==> src/rtl/brc_pkg.sv <==
// Package: brc_pkg
// Shared encodings for the conditional branch evaluation unit.
// Assumes the decoder drives the 2-bit kind codes listed here.
package brc_pkg;

    typedef enum logic [1:0] {
        BR_ACC_ZERO = 2'd0,
        BR_ACC_NZ   = 2'd1,
        BR_DEC_NZ   = 2'd2,
        BR_CMP_NE   = 2'd3
    } br_kind_e;

    typedef struct packed {
        logic take;       // branch condition holds
        logic carry_wr;   // kind writes the carry flag
        logic carry_val;  // value written to carry
    } br_flags_t;

endpackage

==> src/rtl/brc_target.sv <==
// Module: brc_target
// Adds a sign-extended displacement to the base address.
// Assumes DISP_W < ADDR_W; the sum wraps modulo 2^ADDR_W.
module brc_target #(
    parameter int ADDR_W = 16,
    parameter int DISP_W = 8
) (
    input  logic [ADDR_W-1:0] base_i,
    input  logic [DISP_W-1:0] disp_i,
    output logic [ADDR_W-1:0] tgt_o
);
    localparam int EXT_W = ADDR_W - DISP_W;

    logic [ADDR_W-1:0] disp_ext;

    // Sign-extend the displacement to address width.
    always_comb begin
        disp_ext = {{EXT_W{disp_i[DISP_W-1]}}, disp_i};
    end

    // Wrapping address sum.
    always_comb begin
        tgt_o = base_i + disp_ext;
    end

endmodule

==> src/rtl/brc_cond.sv <==
// Module: brc_cond
// Evaluates the branch condition, the decremented counter and the
// carry update for one branch kind. Purely combinational.
// Assumes opnd_i holds the counter for the decrement kind and the
// first compared byte for the compare kind.
module brc_cond
    import brc_pkg::*;
#(
    parameter int DATA_W = 8
) (
    input  br_kind_e            kind_i,
    input  logic [DATA_W-1:0]   acc_i,
    input  logic [DATA_W-1:0]   opnd_i,
    input  logic [DATA_W-1:0]   cmpb_i,
    output logic [DATA_W-1:0]   dec_o,
    output br_flags_t           flags_o
);
    logic acc_is_zero;
    logic dec_is_zero;
    logic bytes_differ;
    logic below;

    // Decrement the counter with modulo wrap.
    always_comb begin
        dec_o = opnd_i - DATA_W'(1);
    end

    // Raw comparisons shared by the kinds.
    always_comb begin
        acc_is_zero  = (acc_i == '0);
        dec_is_zero  = (dec_o == '0);
        bytes_differ = (opnd_i != cmpb_i);
        below        = (opnd_i < cmpb_i);
    end

    // Select the condition and carry behaviour per kind.
    always_comb begin
        flags_o = '{take: 1'b0, carry_wr: 1'b0, carry_val: 1'b0};
        unique case (kind_i)
            BR_ACC_ZERO: flags_o.take = acc_is_zero;
            BR_ACC_NZ:   flags_o.take = !acc_is_zero;
            BR_DEC_NZ:   flags_o.take = !dec_is_zero;
            BR_CMP_NE: begin
                flags_o.take      = bytes_differ;
                flags_o.carry_wr  = 1'b1;
                flags_o.carry_val = below;
            end
            default:     flags_o.take = 1'b0;
        endcase
    end

endmodule

==> src/rtl/brc_unit.sv <==
// Module: brc_unit
// Top of the conditional branch evaluation unit. Registers the taken
// flag, destination, carry and decremented counter one cycle after
// the inputs. Assumes a synchronous active-low reset and that the
// decoder routes operands as described in the port list.
module brc_unit
    import brc_pkg::*;
#(
    parameter int DATA_W = 8,
    parameter int ADDR_W = 16
) (
    input  logic              clk,
    input  logic              rst_n,
    input  logic              valid_i,
    input  logic [1:0]        kind_i,
    input  logic [DATA_W-1:0] acc_i,
    input  logic [DATA_W-1:0] opnd_i,
    input  logic [DATA_W-1:0] cmpb_i,
    input  logic [DATA_W-1:0] disp_i,
    input  logic [ADDR_W-1:0] next_pc_i,
    input  logic              carry_i,
    output logic              taken_o,
    output logic [ADDR_W-1:0] target_o,
    output logic              carry_o,
    output logic [DATA_W-1:0] dec_o
);
    localparam int EXT_W = ADDR_W - DATA_W;

    br_kind_e          kind;
    br_flags_t         flags;
    logic [DATA_W-1:0] dec_val;
    logic [ADDR_W-1:0] tgt_val;

    // Map the raw code onto the enumerated kind.
    always_comb begin
        kind = br_kind_e'(kind_i);
    end

    brc_cond #(.DATA_W(DATA_W)) u_cond (
        .kind_i  (kind),
        .acc_i   (acc_i),
        .opnd_i  (opnd_i),
        .cmpb_i  (cmpb_i),
        .dec_o   (dec_val),
        .flags_o (flags)
    );

    brc_target #(.ADDR_W(ADDR_W), .DISP_W(DATA_W)) u_tgt (
        .base_i (next_pc_i),
        .disp_i (disp_i),
        .tgt_o  (tgt_val)
    );

    // Result registers with synchronous active-low reset.
    always_ff @(posedge clk) begin
        if (!rst_n) begin
            taken_o  <= 1'b0;
            target_o <= '0;
            carry_o  <= 1'b0;
            dec_o    <= '0;
        end else begin
            taken_o  <= valid_i & flags.take;
            target_o <= tgt_val;
            carry_o  <= (valid_i & flags.carry_wr) ? flags.carry_val : carry_i;
            dec_o    <= dec_val;
        end
    end

    // ---------------- assertions ----------------
    p_idle_no_take_r8: assert property (@(posedge clk) disable iff (!rst_n)
        !valid_i |=> !taken_o);

    p_zero_take_r2: assert property (@(posedge clk) disable iff (!rst_n)
        (valid_i && kind_i == 2'd0) |=> (taken_o == ($past(acc_i) == '0)));

    p_nz_take_r3: assert property (@(posedge clk) disable iff (!rst_n)
        (valid_i && kind_i == 2'd1) |=> (taken_o == ($past(acc_i) != '0)));

    p_dec_take_r4: assert property (@(posedge clk) disable iff (!rst_n)
        (valid_i && kind_i == 2'd2) |=> (taken_o == (dec_o != '0)));

    p_dec_value_r4: assert property (@(posedge clk) disable iff (!rst_n)
        valid_i |=> (DATA_W'(dec_o + DATA_W'(1)) == $past(opnd_i)));

    p_cmp_take_r5: assert property (@(posedge clk) disable iff (!rst_n)
        (valid_i && kind_i == 2'd3) |=> (taken_o == ($past(opnd_i) != $past(cmpb_i))));

    p_cmp_carry_r6: assert property (@(posedge clk) disable iff (!rst_n)
        (valid_i && kind_i == 2'd3) |=> (carry_o == ($past(opnd_i) < $past(cmpb_i))));

    p_carry_keep_r7: assert property (@(posedge clk) disable iff (!rst_n)
        !(valid_i && kind_i == 2'd3) |=> (carry_o == $past(carry_i)));

    p_target_r1: assert property (@(posedge clk) disable iff (!rst_n)
        valid_i |=> (ADDR_W'(target_o - $past(next_pc_i)) ==
                     {{EXT_W{$past(disp_i[DATA_W-1])}}, $past(disp_i)}));

endmodule

==> config.mk <==
export PLATFORM = sky130hd
export DESIGN_NAME = brc_unit
export DESIGN_NICKNAME = d
export VERILOG_FILES = /design/src/rtl/brc_pkg.sv /design/src/rtl/brc_target.sv /design/src/rtl/brc_cond.sv /design/src/rtl/brc_unit.sv
export SDC_FILE = /design/constraint.sdc
export NUM_CORES = 1
export LEC_CHECK = 0
export ABC_AREA = 1
export BUFFER_PORTS_ARGS = -buffer_cell sky130_fd_sc_hd__buf_2
export CAP_MARGIN = 10
export CORE_MARGIN = 3
export CORE_UTILIZATION = 35
export DETAILED_ROUTE_END_ITERATION = 8
export PLACE_DENSITY = 0.65
export SKIP_LAST_GASP = 1
export SLEW_MARGIN = 20
export SYNTH_ARGS = -nofsm -noshare
export SYNTH_HDL_FRONTEND = slang
export SYNTH_SLANG_ARGS = --single-unit
==> constraint.sdc <==
create_clock -name clk -period 2.17 [get_ports clk]
set_clock_uncertainty 0.1 [all_clocks]
set_input_delay 0.217 -clock clk [delete_from_list [all_inputs] [get_ports clk]]
set_output_delay 0.217 -clock clk [all_outputs]
set_load 0.1 [all_outputs]
# Word level (Yosys, flattened, before mapping)
# Index checks and enable logic that the tools add are counted.
# Widths: inputs -> output; s select.
# op_classes
eq_ne,4
n_addsub,2
magnitude_cmp,1
reduce_logical,5
n_mux,3
n_bitwise,2
# ops
cell,n
$add 16x16->16,1
$logic_not 8->1,2
$lt 8x8->1,1
$ne 8x8->1,1
$sub 8x1->8 const B,1
$eq 2x2->1 const B,2
$pmux 1 s4,1
$and 1x1->1,2
$eq 2x1->1 const B,1
$logic_not 1->1,2
$logic_not 2->1,1
$mux 2,1
$mux 1,1
# word_totals
out_inout_bits,26
elab_cells,21
ff_bits,26
input_bits,54

# Logic depth before layout (Yosys ltp)
# Gate-level depths: netlist of run 1.
# logic_depth
depth_word,5
mapped_depth,12
depth_no_buf,12

# Cells and area by module
# Synthesis of run 1 repeated with hierarchy kept, for this count alone.
# hier_totals
hier_cells,345
area_unflattened_um2,2169.6
# by_module_without_submodules
module,cells_each,n_inst,area_per_inst_um2
brc_target,176,1,930.9
brc_unit,84,1,763.2
brc_cond,85,1,475.5

# Worst setup path before layout of run 1
# No wires, ideal clock.
# synth_timing
path_kind,input to register
start,input port disp_i[0]
end,register target_o[14]
t_arrival_ns,1.470
n_path_buf,0
path_stages,11
setup_time_ns,0.115
setup_slack_ns,0.485
path_cell_list,ha_1 -> inv_1 -> fa_1 -> inv_1 -> nand3_1 -> nand2_2 -> inv_2 -> o21ai_2 -> nand3b_1 -> a21oi_1 -> nor2_1
# synth_via
elab_chain_len,1
# synth_lines
element,line_no,source
start: declaration,brc_unit.sv:19,"input logic [DATA_W-1:0] disp_i,"
$add 16x16->16,brc_target.sv:23,tgt_o = base_i + disp_ext;
end signal: assignment,brc_unit.sv:63,target_o <= tgt_val;
end: declaration,brc_unit.sv:23,"output logic [ADDR_W-1:0] target_o,"
# No other way between the ends.
# A chain may end at the register's enable or synchronous reset.

# Worst setup path in the final report of run 1
# Same ends and word-level chain as after synthesis.

==> summary.md, run 1 <==
| Metric | Value |
|---|---|
| Status | completed |
| Least-Margin Pin Slew | 0.501 ns |
| GRT Resource Usage Total | 15.1% |
| Hold Path Class | primary input to flop |
| Die W | 79.5 um |
| Post-Syn Nets | 355 |
| Total power | 1.54 mW |
| Placed cells | 422 |
| Power Dens Cells | 642 nW/um^2 |
| Clock Pin Slew Worst Setup and Hold Paths | 0.09 ns |
| Slew Limit Fails | 0 |
| Setup TNS | 0 ns |
| Die height | 79.5 um |
| Max-Cap Viols | 0 |
| Non-Filler Instances | 425 |
| DR DRC count | 0 |
| IO buf count | 79 |
| Hold Crit Start | opnd_i[0] |
| Largest net degree at the start of global routing | 15 |
| Final worst path period need | 1.59 ns |
| WP data required | 2.24 ns |
| Seq/Total Area, Yosys | 27.5% |
| Distinct cells, synth | 30 |
| Worst EP arrival | 1.66 ns |
| Vias per inst | 4.83 |
| Final worst setup slack | 0.577 ns |
| Setup crit end kind | flop |
| Layout Nets | 437 |
| Cell area after layout | 2400 um^2 |
| Syn avg cell area | 6.87 um^2 |
| Vias in the first global route | 1957 |
| Total iterations of the first detailed-routing run | 4 |
| Cts hold-fix bufs | 0 |
| FFs w/ async S/R, synth | 0% |
| Setup bufs post-CTS | 0 |
| CP max FO | 4 |
| Post-cts resize count | 0 |
| Site row count | 26 |
| N_diodes | 0 |
| Hold endpoint | dec_o[0] |
| Violation count after the first detailed-routing iteration | 92 |
| Post-synth top flop | dfxtp_1 |
| Die ar. | 6320 um^2 |
| Post-synth design cell area | 1890 um^2 |
| Detail Route Antenna Nets | 0 |
| VDD IR-drop max | 280 uV |
| CTS sink cnt | 26 |
| TritonCTS buffer count | 3 |
| Slew margin rel. | 66.9% |
| FF+latch count, synth | 26 |
| DRT Wirelength | 4590 um |
| Gpl congestion | 0.930 |
| Peak Freq | 0.628 GHz |
| Total gr overflow | 0 |
| RSZ-0062 raised after global routing | false |
| Core area | 5170 um^2 |
| Final Cycle Share | 73.4% |
| CTS tree | yes |
| Post-Place Cell Area | 2360 um^2 |
| WL/cell | 10.8 um |
| CTS max path bufs | 2 |
| Most common cell after layout, fill and taps aside | buf_2 |
| Min-Delay Path Depth | 2 |
| Antenna violations before repair | 0 |
| Share of cells above drive strength 1 | 26.2% |
| Area grow syn2layout | 27.3% |
| Vias after detailed routing | 2054 |
| First-pass GRT wire length | 7870 um |
| Most frequent cells in the layout | buf_2 (79), nand2_1 (52), inv_1 (38) |
| Final hold violations | 0 |
| Starting density of the core | 36.5% |
| H-Tree Depth | 1 |
| DP Worst Slack | 0.300 ns |
| Post-Syn Instances | 275 |
| DP Wirelength | 3920 um |
| Post-synth EDFFs | 0 |
| CP Launch Type | primary input |
| Root buffer selected by CTS | clkbuf_8 |
| Critical path type | primary input to flop |
| Synth warn | 0 |
| I/O pins | 80 |
| Final setup fails | 0 |
| Static Leakage | 1.34 nW |
==> flip-flops by register name, summed over array words and instances (netlist names) <==
name,flops
target_o,16
dec_o,8
carry_o,1
taken_o,1
==> critical path, cell delays in order <==
cell and delay, ns:
buf_2 0.08, ha_1 0.15, inv_1 0.05, fa_1 0.39, inv_1 0.09, nand3_1 0.08
nand2_2 0.11, inv_2 0.05, o21ai_2 0.15, nand3b_1 0.12, a21oi_1 0.13, nor2_1 0.06
==> logic make-up (layout without fill, tap and decap cells) <==
group	after synthesis	count (layout)	synth area share [%]
DFF	26	26	27.5
buffers and inverters	42	122	8.41
AOI/OAI and AO/OA	55	55	16.8
adders and majority gates	26	26	17.6
xor gates and xnor gates	3	3	1.39
and+or+nand+nor	123	123	28.2
==> power by group <==
group	total [mW]	internal (mW)	switching, mW
combinational	0.736	0.178	0.558
clock	0.275	0.125	0.151
sequential	0.532	0.522	0.00995
total	1.54	0.824	0.719
==> stage by stage <==
step | util (%) | hold WS (ns)
finish | 46.5 | 0.0290
global route | 46.5 | 0.0250
CTS | 46.5 | 0.0213
detailed placement | 45.7 | 0.317
global placement | 45.7 | 0.313
floorplan | - | 0.189
==> worst max-delay path by stage <==
| stage | start | endpoint | cells past startpoint |
|---|---|---|---|
| after floorplan | disp_i[0] | target_o[14] | 11 |
| after global placement | disp_i[0] | target_o[14] | 12 |
| after detailed placement | disp_i[0] | target_o[14] | 12 |
| after CTS | disp_i[0] | target_o[14] | 12 |
| after global routing | disp_i[0] | target_o[14] | 12 |
| final | disp_i[0] | target_o[14] | 12 |
==> cell type report <==
| type | instances | area [um^2] |
|---|---|---|
| Timing Repair Buffer | 79 | 395 |
| Multi-Input combinational cell | 207 | 1210 |
| Tap cell | 70 | 87.6 |
| Sequential cell | 26 | 520 |
| Fill cell | 539 | 2770 |
| Clock buffer | 3 | 41.3 |
| Inverter | 40 | 150 |
==> layer usage <==
| metal | global-route usage, % | part of all wire [%] |
|---|---|---|
| met5 | 0 | 0 |
| met4 | 4.64 | 1.5 |
| met3 | 3.27 | 8.2 |
| met2 | 28.0 | 50 |
| met1 | 17.0 | 41 |
==> synthesized netlist by cell type (3+ instances only) <==
master	instances	area (um^2)
nand4_1	4	25.0
ha_1	25	313
o21ai_0	8	40.0
dfxtp_1	26	521
xnor2_1	3	26.3
a21o_1	3	22.5
a21oi_1	30	150
o21a_1	4	30.0
inv_1	38	143
nand2_1	52	195
nor2_1	35	131
nand3_1	21	105
(Power assumes the default switching activity.)
==> run 2: changes to the inputs <==
--- a/config.mk
+++ b/config.mk
@@ -11,7 +11,7 @@
 export CORE_MARGIN = 3
 export CORE_UTILIZATION = 35
 export DETAILED_ROUTE_END_ITERATION = 8
-export PLACE_DENSITY = 0.65
+export PLACE_DENSITY = 0.67
 export SKIP_LAST_GASP = 1
 export SLEW_MARGIN = 20
 export SYNTH_ARGS = -nofsm -noshare
==> constraint.sdc (replaced) <==
create_clock -name clk -period 1.4 [get_ports clk]
set_clock_uncertainty 0.1 [all_clocks]
set_input_delay 0.14 -clock clk [delete_from_list [all_inputs] [get_ports clk]]
set_output_delay 0.14 -clock clk [all_outputs]
set_load 0.1 [all_outputs]
==> run 2 against run 1 <==
Setup slack lost 0.56 ns; wire length grew 3.3%; die area is the same; sequential cell count is the same; power grew 69%; combinational power grew 74%; critical path type unchanged; critical endpoint unchanged; largest cell class unchanged; largest power group unchanged; highest routed layer unchanged.
==> summary.md, run 2 (synthesis gave the netlist of run 1 again) <==
| Metric | Value |
|---|---|
| Status | completed |
| Worst EP arrival | 1.45 ns (-0.21 ns) |
| Hold Path Class | primary input to flop |
| Largest regs | target_o x16, dec_o x8 |
| Met3 routed WL | 376 um (-0.53%) |
| Final hold violations | 0 (unchanged) |
| Vias in the first global route | 1931 (-1.3%) |
| Max-Cap Viols | 0 (unchanged) |
| Final Cycle Share | 98.5% |
| Root buffer selected by CTS | clkbuf_8 |
| Largest stage delay on the critical path | 0.35 ns (-0.04 ns) |
| Slew margin rel. | 66.8% (about the same) |
| Static Leakage | 1.50 nW (+12%) |
| Final worst setup slack | 0.0211 ns (-0.556 ns) |
| I/O pins | 80 (unchanged) |
| RSZ-0062 raised after global routing | true |
| WL/cell | 10.4 um (-3.7%) |
| Clock Pin Slew Worst Setup and Hold Paths | 0.09 ns (about the same) |
| Worst path top cell family by delay | adder cells |
| Register area | 520 um^2 (unchanged) |
| CP dominant cell by count | inv_2 |
| Filler cell count in the final layout | 518 (-3.9%) |
| Metal2 WL | 2330 um (+2.4%) |
| Multi-input logic area | 1290 um^2 (+6.3%) |
| Die W | 79.5 um (unchanged) |
| Peak Freq | 0.725 GHz |
| DRT Wirelength | 4740 um (+3.3%) |
| Total iterations of the first detailed-routing run | 4 (unchanged) |
| Worst path cell trace | buf_6, ha_4, inv_2, fa_2, inv_2, nand3_2, nand2_2, inv_2, o21ai_2, nand3b_1, a21oi_1, nor2_1 |
| Final worst path period need | 1.38 ns |
| DR DRC count | 0 (unchanged) |
| DR top layer | met4 |
| Setup TNS | 0 ns (unchanged) |
| Violation count after the first detailed-routing iteration | 74 (-20%) |
| VDD IR-drop max | 507 uV (+81%) |
| First-pass GRT wire length | 7730 um (-1.8%) |
| Setup crit end kind | flop |
| Final setup fails | 0 (unchanged) |
| Least-Margin Pin Slew | 0.502 ns (+0.000951 ns) |
| Most frequent cells in the layout | buf_2 (76), nand2_1 (52), inv_1 (36) |
| Min-Delay Path Depth | 3 (+1) |
| DP Wirelength | 3930 um (about the same) |
| Area grow syn2layout | 45.4% |
| Vias per inst | 4.64 (-4.0%) |
| Die ar. | 6320 um^2 (unchanged) |
| Power Dens Cells | 949 nW/um^2 (+48%) |
| Post-Place Cell Area | 2610 um^2 (+11%) |
| Max FFs per register | 16 (unchanged) |
| Worst path slowest cell | fa_2 |
| Gpl congestion | 0.908 (-2.4%) |
| Layout Nets | 467 (+6.9%) |
| CTS sink cnt | 26 (unchanged) |
| Most common cell after layout, fill and taps aside | buf_2 |
| Share of cells above drive strength 1 | 35.5% (+9.3 points) |
| Antenna violations before repair | 0 (unchanged) |
| Site row count | 26 (unchanged) |
| Critical path type | primary input to flop |
| Core area | 5170 um^2 (unchanged) |
| CP Depth | 12 (unchanged) |
| H-Tree Depth | 1 (unchanged) |
| DP Worst Slack | -0.331 ns (-0.631 ns) |
| Die height | 79.5 um (unchanged) |
| Starting density of the core | 36.5% (unchanged) |
| Top reg by flops | target_o |
| WP buf/inv | 4 (unchanged) |
| Detail Route Antenna Nets | 0 (unchanged) |
| GRT Resource Usage Total | 14.9% (-0.19 points) |
| N_diodes | 0 (unchanged) |
| CTS max path bufs | 2 (unchanged) |
| CP max FO | 3 (-1) |
| Cell area after layout | 2750 um^2 (+14%) |
| Metal-1 WL | 1990 um (+6.3%) |
| CTS tree | yes |
| TritonCTS buffer count | 3 (unchanged) |
| Slew Limit Fails | 0 (unchanged) |
| Hold WS | 0.0303 ns (+0.00131 ns) |
| Vias after detailed routing | 2116 (+3.0%) |
| Largest net degree at the start of global routing | 15 (unchanged) |
| Total gr overflow | 0 (unchanged) |
| IO buf count | 79 (unchanged) |
| WP data required | 1.47 ns (-0.77 ns) |
| Cts hold-fix bufs | 0 (unchanged) |
| CP Launch Type | primary input |
-- run 2: cell types whose count changed in the layout (fill, tap and decap cells not counted), moves of 3 or more --
cell,change
buf_4,+29
ha_4,+4
a21oi_1,-3
buf_2,-3
ha_1,-4
a21oi_2,+3
-- run 2: metal layers --
| metal | track usage [%] | vias up |
|---|---|---|
| li1 | - | 1133 |
| met3 | 3.05 | 4 |
| met5 | 0 | - |
| met1 | 17.6 | 909 |
| met4 | 3.61 | 0 |
| met2 | 27.3 | 70 |
-- run 2: worst min-delay path, stage by stage --
cell    delay (ns)
buf_2         0.09
buf_4         0.10
nor2_1        0.04
-- run 2: path summary, 6_finish.rpt --
| path | slack [ns] | to | start |
|---|---|---|---|
| hold / removal | 0.03 | dec_o[0] | opnd_i[0] |
| setup / recovery | 0.02 | target_o[14] | next_pc_i[0] |
-- run 2: what timing repair did --
action | 4_1_cts | 5_1_grt
resized for setup | 0 | 13
setup endpoints to repair | 1 | 8
setup buffers | 1 | 0
pin swaps | 2 | 7
-- run 2: per-stage QoR --
stage / cells / utilization [%] / power [mW]
floorplan: 275 / - / 1.75
global placement: 451 / 50.5 / 2.08
detailed placement: 451 / 50.5 / 2.09
CTS: 456 / 51.7 / 2.60
global route: 456 / 53.1 / 2.76
finish: 456 / 53.1 / 2.61
-- run 2: final cells by class --
class,instances,share of cell area (%)
flip-flops and latches,26,18.9
multi-input cells,207,46.8
well taps,70,3.19
inverters,40,5.46
clock buffers,4,2.00
repair buffers,109,23.6
-- run 2: report_power, final --
part           switching (mW)  total [mW]  internal (mW)
sequential             0.0165       0.826          0.809
combinational           0.898        1.28          0.384
clock                   0.248       0.499          0.251
